--- config.mk ---
export PLATFORM = sky130hd
export DESIGN_NAME = flash_poll_readback
export DESIGN_NICKNAME = d
export VERILOG_FILES = /design/src/rtl/flash_poll_pkg.sv /design/src/rtl/flash_poll_strobe_sync.sv /design/src/rtl/flash_poll_toggle.sv /design/src/rtl/flash_poll_out_mux.sv /design/src/rtl/flash_poll_readback.sv
export SDC_FILE = /design/constraint.sdc
export NUM_CORES = 1
export LEC_CHECK = 0
export ABC_AREA = 1
export CAP_MARGIN = 20
export CORE_AREA = 2 2 39 41
export DETAILED_ROUTE_END_ITERATION = 10
export DIE_AREA = 0 0 41 43
export DONT_BUFFER_PORTS = 1
export GPL_TIMING_DRIVEN = 0
export PLACE_DENSITY = 0.45
export SETUP_SLACK_MARGIN = 0.02
export SKIP_LAST_GASP = 1
export SLEW_MARGIN = 25
export SYNTH_ARGS = -nofsm -noshare
export SYNTH_HDL_FRONTEND = slang
export SYNTH_SLANG_ARGS = --single-unit
export TNS_END_PERCENT = 1
--- constraint.sdc ---
create_clock -name clk -period 1.05 [get_ports clk]
set_clock_uncertainty 0.05 [all_clocks]
set_input_delay 0.105 -clock clk [delete_from_list [all_inputs] [get_ports clk]]
set_output_delay 0.105 -clock clk [all_outputs]
set_load 0.01 [all_outputs]
--- src/rtl/flash_poll_pkg.sv ---
package flash_poll_pkg;

  typedef enum logic {
    OP_PROGRAM = 1'b0,
    OP_ERASE   = 1'b1
  } op_kind_e;

  // Completion bit shown while busy: inverted written MSB for program, 0 for erase
  function automatic logic poll_msb(input op_kind_e op, input logic wr_msb);
    return (op == OP_ERASE) ? 1'b0 : ~wr_msb;
  endfunction

  // Next toggle state given busy and a completed read
  function automatic logic next_toggle(input logic busy, input logic rd_done, input logic cur);
    if (!busy)   return 1'b1;
    if (rd_done) return ~cur;
    return cur;
  endfunction

endpackage

--- src/rtl/flash_poll_strobe_sync.sv ---
module flash_poll_strobe_sync #(
  parameter int STAGES = 2
) (
  input  logic clk,
  input  logic rst_n,
  input  logic strobe_i,
  output logic fall_o
);

  localparam int CHAIN_W = STAGES + 1;

  // chain_q[STAGES-1] is the synchronised strobe, chain_q[STAGES] its delayed copy
  logic [CHAIN_W-1:0] chain_q;

  always_ff @(posedge clk or negedge rst_n) begin
    if (!rst_n) chain_q <= '0;
    else        chain_q <= {chain_q[CHAIN_W-2:0], strobe_i};
  end

  assign fall_o = chain_q[STAGES] & ~chain_q[STAGES-1];

endmodule

--- src/rtl/flash_poll_toggle.sv ---
module flash_poll_toggle
  import flash_poll_pkg::*;
(
  input  logic clk,
  input  logic rst_n,
  input  logic busy_i,
  input  logic rd_fall_i,
  output logic tgl_o
);

  logic tgl_q;

  always_ff @(posedge clk or negedge rst_n) begin
    if (!rst_n) tgl_q <= 1'b1;
    else        tgl_q <= next_toggle(busy_i, rd_fall_i, tgl_q);
  end

  assign tgl_o = tgl_q;

endmodule

--- src/rtl/flash_poll_out_mux.sv ---
module flash_poll_out_mux
  import flash_poll_pkg::*;
#(
  parameter int DATA_W = 8
) (
  input  logic              busy_i,
  input  op_kind_e          op_i,
  input  logic              wr_msb_i,
  input  logic              tgl_i,
  input  logic [DATA_W-1:0] array_data_i,
  input  logic              ce_n_i,
  input  logic              oe_n_i,
  output logic [DATA_W-1:0] rd_data_o,
  output logic [DATA_W-1:0] dq_oe_o
);

  localparam int POLL_BIT = DATA_W - 1;
  localparam int TGL_BIT  = DATA_W - 2;

  logic [DATA_W-1:0] status_w;
  logic              drive_w;

  for (genvar g = 0; g < DATA_W; g++) begin : g_status
    if (g == POLL_BIT) begin : g_poll
      assign status_w[g] = poll_msb(op_i, wr_msb_i);
    end else if (g == TGL_BIT) begin : g_tgl
      assign status_w[g] = tgl_i;
    end else begin : g_zero
      assign status_w[g] = 1'b0;
    end
  end

  assign drive_w   = ~ce_n_i & ~oe_n_i;
  assign rd_data_o = busy_i ? status_w : array_data_i;
  assign dq_oe_o   = {DATA_W{drive_w}};

endmodule

--- src/rtl/flash_poll_readback.sv ---
module flash_poll_readback
  import flash_poll_pkg::*;
#(
  parameter int DATA_W      = 8,
  parameter int SYNC_STAGES = 2
) (
  input  logic              clk,
  input  logic              rst_n,
  input  logic              busy_i,
  input  logic              erase_i,
  input  logic [DATA_W-1:0] wr_byte_i,
  input  logic              rd_strobe_i,
  input  logic [DATA_W-1:0] array_data_i,
  input  logic              ce_n_i,
  input  logic              oe_n_i,
  output logic [DATA_W-1:0] rd_data_o,
  output logic [DATA_W-1:0] dq_oe_o
);

  localparam int MSB = DATA_W - 1;

  // Named internal events for the checker
  logic     rd_fall_w;
  logic     tgl_q;
  op_kind_e op_w;
  logic     wr_low_unused;

  assign op_w          = erase_i ? OP_ERASE : OP_PROGRAM;
  assign wr_low_unused = ^wr_byte_i[MSB-1:0];

  flash_poll_strobe_sync #(.STAGES(SYNC_STAGES)) u_sync (
    .clk      (clk),
    .rst_n    (rst_n),
    .strobe_i (rd_strobe_i),
    .fall_o   (rd_fall_w)
  );

  flash_poll_toggle u_toggle (
    .clk       (clk),
    .rst_n     (rst_n),
    .busy_i    (busy_i),
    .rd_fall_i (rd_fall_w),
    .tgl_o     (tgl_q)
  );

  flash_poll_out_mux #(.DATA_W(DATA_W)) u_mux (
    .busy_i       (busy_i),
    .op_i         (op_w),
    .wr_msb_i     (wr_byte_i[MSB]),
    .tgl_i        (tgl_q),
    .array_data_i (array_data_i),
    .ce_n_i       (ce_n_i),
    .oe_n_i       (oe_n_i),
    .rd_data_o    (rd_data_o),
    .dq_oe_o      (dq_oe_o)
  );

endmodule

### Word level (Yosys, flattened, before mapping)

Cells that the tools add are included.

* output and inout bits: 16
* flip-flop bits (word level): 4
* logic and storage cells: 19
* bits of input ports: 23

* equality and inequality tests: 1
* muxes and demuxes: 9
* bitwise logic cells: 7

Operators with widths (count)
* $mux 1: 8
* $mux 8: 1
* $not 1->1: 5
* $and 1x1->1: 2
* $ne 2x1->1 const B: 1

### Logic depth before layout (Yosys ltp)

Gate-level depths: netlist of run 1.

* depth after elaboration: 6
* mapped depth: 4
* depth with buffers taken out: 4

### By module

Synthesis of run 1 repeated with hierarchy kept, for this count alone.

* cell total of the unflattened synthesis: 41
* area total of the unflattened synthesis: 291.5 um^2

By module, submodules not included
* flash_poll_out_mux: instances 1, sequential area each 0.0 um^2, cells each 30, area an instance 160.2 um^2
* flash_poll_strobe_sync: instances 1, sequential area each 75.1 um^2, cells each 5, area an instance 85.1 um^2
* flash_poll_toggle: instances 1, sequential area each 26.3 um^2, cells each 6, area an instance 46.3 um^2

### Least setup slack after synthesis of run 1

No wires, ideal clock.

* path kind: reg2out
* start: reg u_toggle.tgl_q (netlist: u_toggle.tgl_o)
* end: out rd_data_o[6]
* path buffers: 0
* stages on the path, launching flop included: 3
* setup slack: 171 ps
* data arrival time: 724 ps
* required time: 895 ps
* path through: dfstp_2 inv_1 a21oi_2

* longest elaborated chain between the ends: 1

Ends and longest elaborated chain
* start, declared: line flash_poll_toggle.sv:11 `logic tgl_q;`
* start signal, assigned: line flash_poll_toggle.sv:15 `else tgl_q <= next_toggle(busy_i, rd_fall_i, tgl_q);`
* $mux 8: line flash_poll_out_mux.sv:34 `assign rd_data_o = busy_i ? status_w : array_data_i;`
* end, declared: line flash_poll_readback.sv:16 `output logic [DATA_W-1:0] rd_data_o,`

Every way passes these cells.

### Worst setup path after layout of run 1

Ends and elaborated chain as after synthesis.

==> flow_summary.yaml, run 1 <==
outcome:
  status: "finished, violations left"
  violations: "setup timing"
clocking:
  clock_latency_ps: 240
  cts.sinks: 4
  numCtsBuffers: 3
  clock-root-buffer: "clkbuf_4"
  tritoncts: "yes"
  cts_max_path_buffers: 2
  h-tree-depth: 1
  clk_pin_slew_ps: 40
finish:
  fin_nets: 69
  drive_gt1_share_pct: 40.0
  final_cells: 61
  n_antenna_cell: 0
  synthToLayoutAreaGrowth_pct: 28.9
placed_design:
  dp.cells: 54
  io_buffer_count: 0
  place.gp.congestion: 0.474
  dp_hpwl_um: 369
route:
  via_per_inst: 3.85
  drc: 0
  wire_per_inst_um: 7.85
  drt_iter0_drc: 0
  postRouteAntennaNets: 0
  first_pass_iters: 1
  routed_wl_um: 479
  via_count: 235
pwr:
  leakage_nw: 0.205
  p_per_area_nw_per_um2: 1330
  ir_drop_v: 0.000544
global_routing:
  grt_max_degree: 11
  grt-ovfl-total: 0
  antenna_found_initial: 0
  grt_pass1_wl_um: 600
  grt_pass1_vias: 167
  grt_use_total_pct: 5.65
floorplan:
  die_h_um: 43
  fp.coreArea_um2: 1380
  start_util_pct: 20.3
  die_x_um: 41
  boundaryPins: 39
  die_area_um2: 1760
  rows: 14
yosys:
  synth_top_area_share_pct: 26.7
  yosysWarningCount: 0
  synthCells: 38
  ys_top_cells_by_area: "dfrtp_1, buf_4, inv_1"
  synth-edff-count: 0
  avgSynthCellArea_um2: 7.41
  yosysUniqueCellTypes: 11
  netlist_area_um2: 282
  seq_area_frac_synth_pct: 36.0
  synth_nets: 61
  synthFlopType: "dfrtp_1"
  synth-seq-cells: 4
  synth_commonest_cells: "inv_1, nor2_1, buf_4, dfrtp_1"
  async_flop_share_pct: 100
  yosysTopAreaCell: "dfrtp_1"
critical_path:
  cp_cell_sequence: "inv_2, a21oi_4"
  cp.required_ps: 890
  path_max_fanout: 2
  slowest_delay_ps: 530
  start_kind: "register"
  endpoint_kind: "output pin"
  cp.arrival_ps: 940
  worstSetupPathType: "register to output pin"
  critPathSlowestCell: "dfstp_2"
timing:
  finalCritPeriodShare_pct: 105
  max_slew_margin_pct: 71.0
  grt_setup_unrepaired: "yes"
  tns_ps: -49.3
  hold_viol_final: 0
  max_clock_freq_ghz: 0.910
  period_needed_ps: 1100
  worst_pin_slew_ps: 434
  finalSetupViolCount: 1
  fin_ws_ps: -49.3
  report.final.slew_viol_count: 0
run:
  maxCapViolCount: 0
worst_hold_path:
  hold_path_class: "primary input to register"
==> per-stage QoR <==
step	cell area, µm²	utilization [%]	hold slack, ps	setup slack, ps	power [mW]
after floorplan	282	-	-241	171	0.248
after global placement	302	21.8	-240	148	0.255
after detailed placement	302	21.8	-240	151	0.256
after CTS	363	26.2	47.0	-55.9	0.491
after global routing	363	26.2	51.5	-84.9	0.526
final	363	26.2	42.8	-49.3	0.482
==> cell type report <==
cell class              count  area, µm²
fillers                   153       1020
plain buffers               9       71.3
multi-input cells          16       82.6
repair buffers              3       27.5
flip-flops and latches      4        101
inverters                   9       33.8
well taps                  16       20.0
clock buffers               4       26.3
==> cell families after synthesis <==
group | Yosys count | synth area share (%)
AO/OA/AOI/OAI | 2 | 6.22
buffers and inverters | 18 | 37.3
flip-flops | 4 | 36.0
AND/OR/NAND/NOR | 14 | 20.4
==> where the power goes <==
part	internal (mW)	leakage (nW)	switching, mW	total [mW]
logic	0.0450	0.145	0.0548	0.0999
registers	0.165	0.0455	0.00379	0.169
clock network	0.143	0.0150	0.0702	0.213
==> state kept, by name (all words and copies together) (netlist names) <==
register        cells
u_sync.chain_q      3
u_toggle.tgl_o      1
==> critical path, delay by kind of cell, from the launching register on <==
family / cells / cell delay [ps]
AO/OA/AOI/OAI: 1 / 140
flip-flops: 1 / 530
buffers and inverters: 1 / 50
==> worst paths after layout <==
kind | start | end | slack (ps) | cells after the start
worst max-delay path | u_toggle.tgl_o | rd_data_o[6] | -50 | 2
worst min-delay path | busy_i | u_toggle.tgl_o | 40 | 2
worst max register to register | u_toggle.tgl_o | u_toggle.tgl_o | 90 | 4
worst min register to register | u_sync.chain_q[0] | u_sync.chain_q[1] | 300 | 0
max in group asynchronous | rst_n | u_toggle.tgl_o | 620 | 1
min in group asynchronous | rst_n | u_sync.chain_q[0] | 90 | 1
==> cells in the final DEF, fill, tap and decap left out, drive strengths merged <==
cell type / netlist / final
inv: 9 / 9
dfstp: 1 / 1
clkbuf: 0 / 4
o21ai: 1 / 1
nor2: 9 / 9
dlygate4sd3: 0 / 2
a21oi: 1 / 1
nand3: 2 / 2
nand2: 3 / 3
dfrtp: 3 / 3
buf: 9 / 10
==> what timing repair did <==
| item | in CTS | in global routing |
|---|---|---|
| hold endpoints to repair | 5 | 0 |
| pin swaps | 1 | 0 |
| gates resized for setup | 2 | 0 |
| setup endpoints to repair | 1 | 1 |
| hold buffers | 2 | 0 |
| buffers inserted | 1 | 0 |
==> metal layers <==
| layer | wire [µm] | up-vias | GRT usage, % | part of all wire [%] |
|---|---|---|---|---|
| met3 | 87 | 0 | 6.28 | 18 |
| met2 | 201 | 24 | 6.88 | 42 |
| met5 | 0 | - | 0 | 0 |
| met1 | 190 | 95 | 5.23 | 40 |
| li1 | - | 116 | - | - |
| met4 | 0 | 0 | 4.00 | 0 |
No activity file was read; power rests on OpenSTA's default activity.
==> run 2: changes to the inputs <==
--- a/config.mk
+++ b/config.mk
@@ -13,10 +13,10 @@
 export DONT_BUFFER_PORTS = 1
 export GPL_TIMING_DRIVEN = 0
 export PLACE_DENSITY = 0.45
-export SETUP_SLACK_MARGIN = 0.02
+export SETUP_SLACK_MARGIN = 0.3
 export SKIP_LAST_GASP = 1
 export SLEW_MARGIN = 25
 export SYNTH_ARGS = -nofsm -noshare
 export SYNTH_HDL_FRONTEND = slang
 export SYNTH_SLANG_ARGS = --single-unit
-export TNS_END_PERCENT = 1
+export TNS_END_PERCENT = 100
==> run 2 against run 1 <==
  * The flow still finishes with violations (setup timing)
  * Total power is 1.1% lower
  * Setup slack better by 4.8 ps
  * First-iteration DRC count rose by 1
  * Sequential power hardly changed
  * Register-to-register slack improved by 30 ps
  * Sequential share of layout area shrank 1.3 points
  * Largest cell class unchanged
  * Hold slack got worse by 4.5 ps
  * Global-route usage rose by 0.52 points
  * Die area stayed put
  * Critical path type unchanged
==> flow_summary.yaml, run 2 (synthesized netlist as in run 1, its figures left out) <==
route:
  via_per_inst: 3.61
  drt_iter0_drc: 1
  wire_per_inst_um: 7.72
  via_count: 220
  routed_wl_um: 471
  first_pass_iters: 2
  postRouteAntennaNets: 0
  drc: 0
global_routing:
  antenna_found_initial: 0
  grt_pass1_vias: 182
  grt-ovfl-total: 0
  grt_use_total_pct: 6.17
  grt_max_degree: 11
  grt-busiest-layer: "met2"
  grt_use_met2_pct: 8.13
  grt_pass1_wl_um: 669
  use_met3_pct: 4.71
  grt_use_met1_pct: 5.59
critical_path:
  cp.required_ps: 890
  slowest_delay_ps: 520
  worstSetupPathType: "register to output pin"
  critPathTopFamily: "flip-flops"
  cp_cell_sequence: "inv_2, a21oi_4"
  endpoint_kind: "output pin"
  start_kind: "register"
  critPathSlowestCell: "dfstp_2"
  cp.arrival_ps: 940
  path_max_fanout: 2
  critical_path_buf_inv_count: 1
clocking:
  clk_pin_slew_ps: 40
  clock-root-buffer: "clkbuf_4"
  clock_latency_ps: 230
  cts.sinks: 4
  h-tree-depth: 1
  cts_max_path_buffers: 2
  tritoncts: "yes"
  numCtsBuffers: 3
timing:
  max_slew_margin_pct: 85.2
  finalCritPeriodShare_pct: 104
  fin_ws_ps: -44.5
  worst_pin_slew_ps: 221
  finalSetupViolCount: 1
  grt_setup_unrepaired: "yes"
  report.final.slew_viol_count: 0
  max_clock_freq_ghz: 0.914
  hold_viol_final: 0
  period_needed_ps: 1090
placed_design:
  place.gp.congestion: 0.569
  pre_cts_ws_ps: 162
  io_buffer_count: 0
  dp.cells: 54
  dp_hpwl_um: 358
  dpl_cell_area_um2: 302
floorplan:
  die_x_um: 41
  die_h_um: 43
  fp.coreArea_um2: 1380
  rows: 14
  boundaryPins: 39
  die_area_um2: 1760
  start_util_pct: 20.3
finish:
  largest_register: "u_sync.chain_q"
  multi_input_area_um2: 100
  largest_register_ff_count: 3
  final_cell_area_um2: 380
  n_fill_cell: 145
  n_antenna_cell: 0
  final_common_cell: "buf_4"
  final_cells: 61
  drive_gt1_share_pct: 46.7
  synthToLayoutAreaGrowth_pct: 35.1
  layout_common_cells: "buf_4, inv_1, nor2_1"
  regArea_um2: 101
  fin_nets: 69
run:
  maxCapViolCount: 0
pwr:
  ir_drop_v: 0.000504
  p_per_area_nw_per_um2: 1250
  leakage_nw: 0.208
  power.total_mw: 0.477
outcome:
  violations: "setup timing"
  status: "finished, violations left"
worst_hold_path:
  hold_path_class: "primary input to register"
==> run 2: cell count changes in the layout (fill, tap and decap cells not counted) <==
cell,previous run,this run
nor2_1,9,8
nand3_1,2,0
nor2_4,0,1
nand3_2,0,2
==> run 2: path summary, 6_finish.rpt <==
| kind | cells past startpoint | slack (ps) | endpoint | start |
|---|---|---|---|---|
| hold / removal | 2 | 40 | u_toggle.tgl_o | busy_i |
| min in group asynchronous | 1 | 90 | u_sync.chain_q[2] | rst_n |
| max in group asynchronous | 1 | 630 | u_toggle.tgl_o | rst_n |
| setup / recovery | 2 | -40 | rd_data_o[6] | u_toggle.tgl_o |
| hold reg to reg | 0 | 310 | u_sync.chain_q[1] | u_sync.chain_q[0] |
| setup reg to reg | 4 | 120 | u_toggle.tgl_o | u_toggle.tgl_o |
==> run 2: where the power goes <==
part	switching, mW	internal (mW)	leakage (nW)
Combinational	0.0561	0.0475	0.148
Sequential	0.00445	0.165	0.0455
Clock	0.0609	0.142	0.0150
==> run 2: final cells by class <==
class	instances	area share (%)
sequential	4	26.6
inverter	9	8.88
buffer	9	18.7
timing repair buffer	3	7.24
clock buffer	4	6.91
tap	16	5.26
multi-input combinational	16	26.3
==> run 2: timing repair <==
action	CTS	global route
gates cloned	0	0
gates resized for setup	4	1
setup endpoints to repair	10	10
hold buffers	2	0
pin swaps	1	0
setup buffers	1	0
hold endpoints to repair	5	0
==> run 2: metal layers <==
| layer | up-vias | share of wire, % | wire length (µm) |
|---|---|---|---|
| li1 | 115 | - | - |
| met1 | 90 | 34 | 162 |
| met2 | 15 | 54 | 254 |
| met3 | 0 | 11 | 54 |
| met4 | 0 | 0 | 0 |
| met5 | - | 0 | 0 |
==> run 2: stage by stage <==
step | utilization [%] | hold slack (ps) | setup TNS [ps]
2_1_floorplan | - | -241 | 0
3_3_place_gp | 21.8 | -240 | 0
3_5_place_dp | 21.8 | -240 | 0
4_1_cts | 27.1 | 33.3 | -61.7
5_1_grt | 27.5 | 44.7 | -78.1
6_report | 27.5 | 38.4 | -44.5
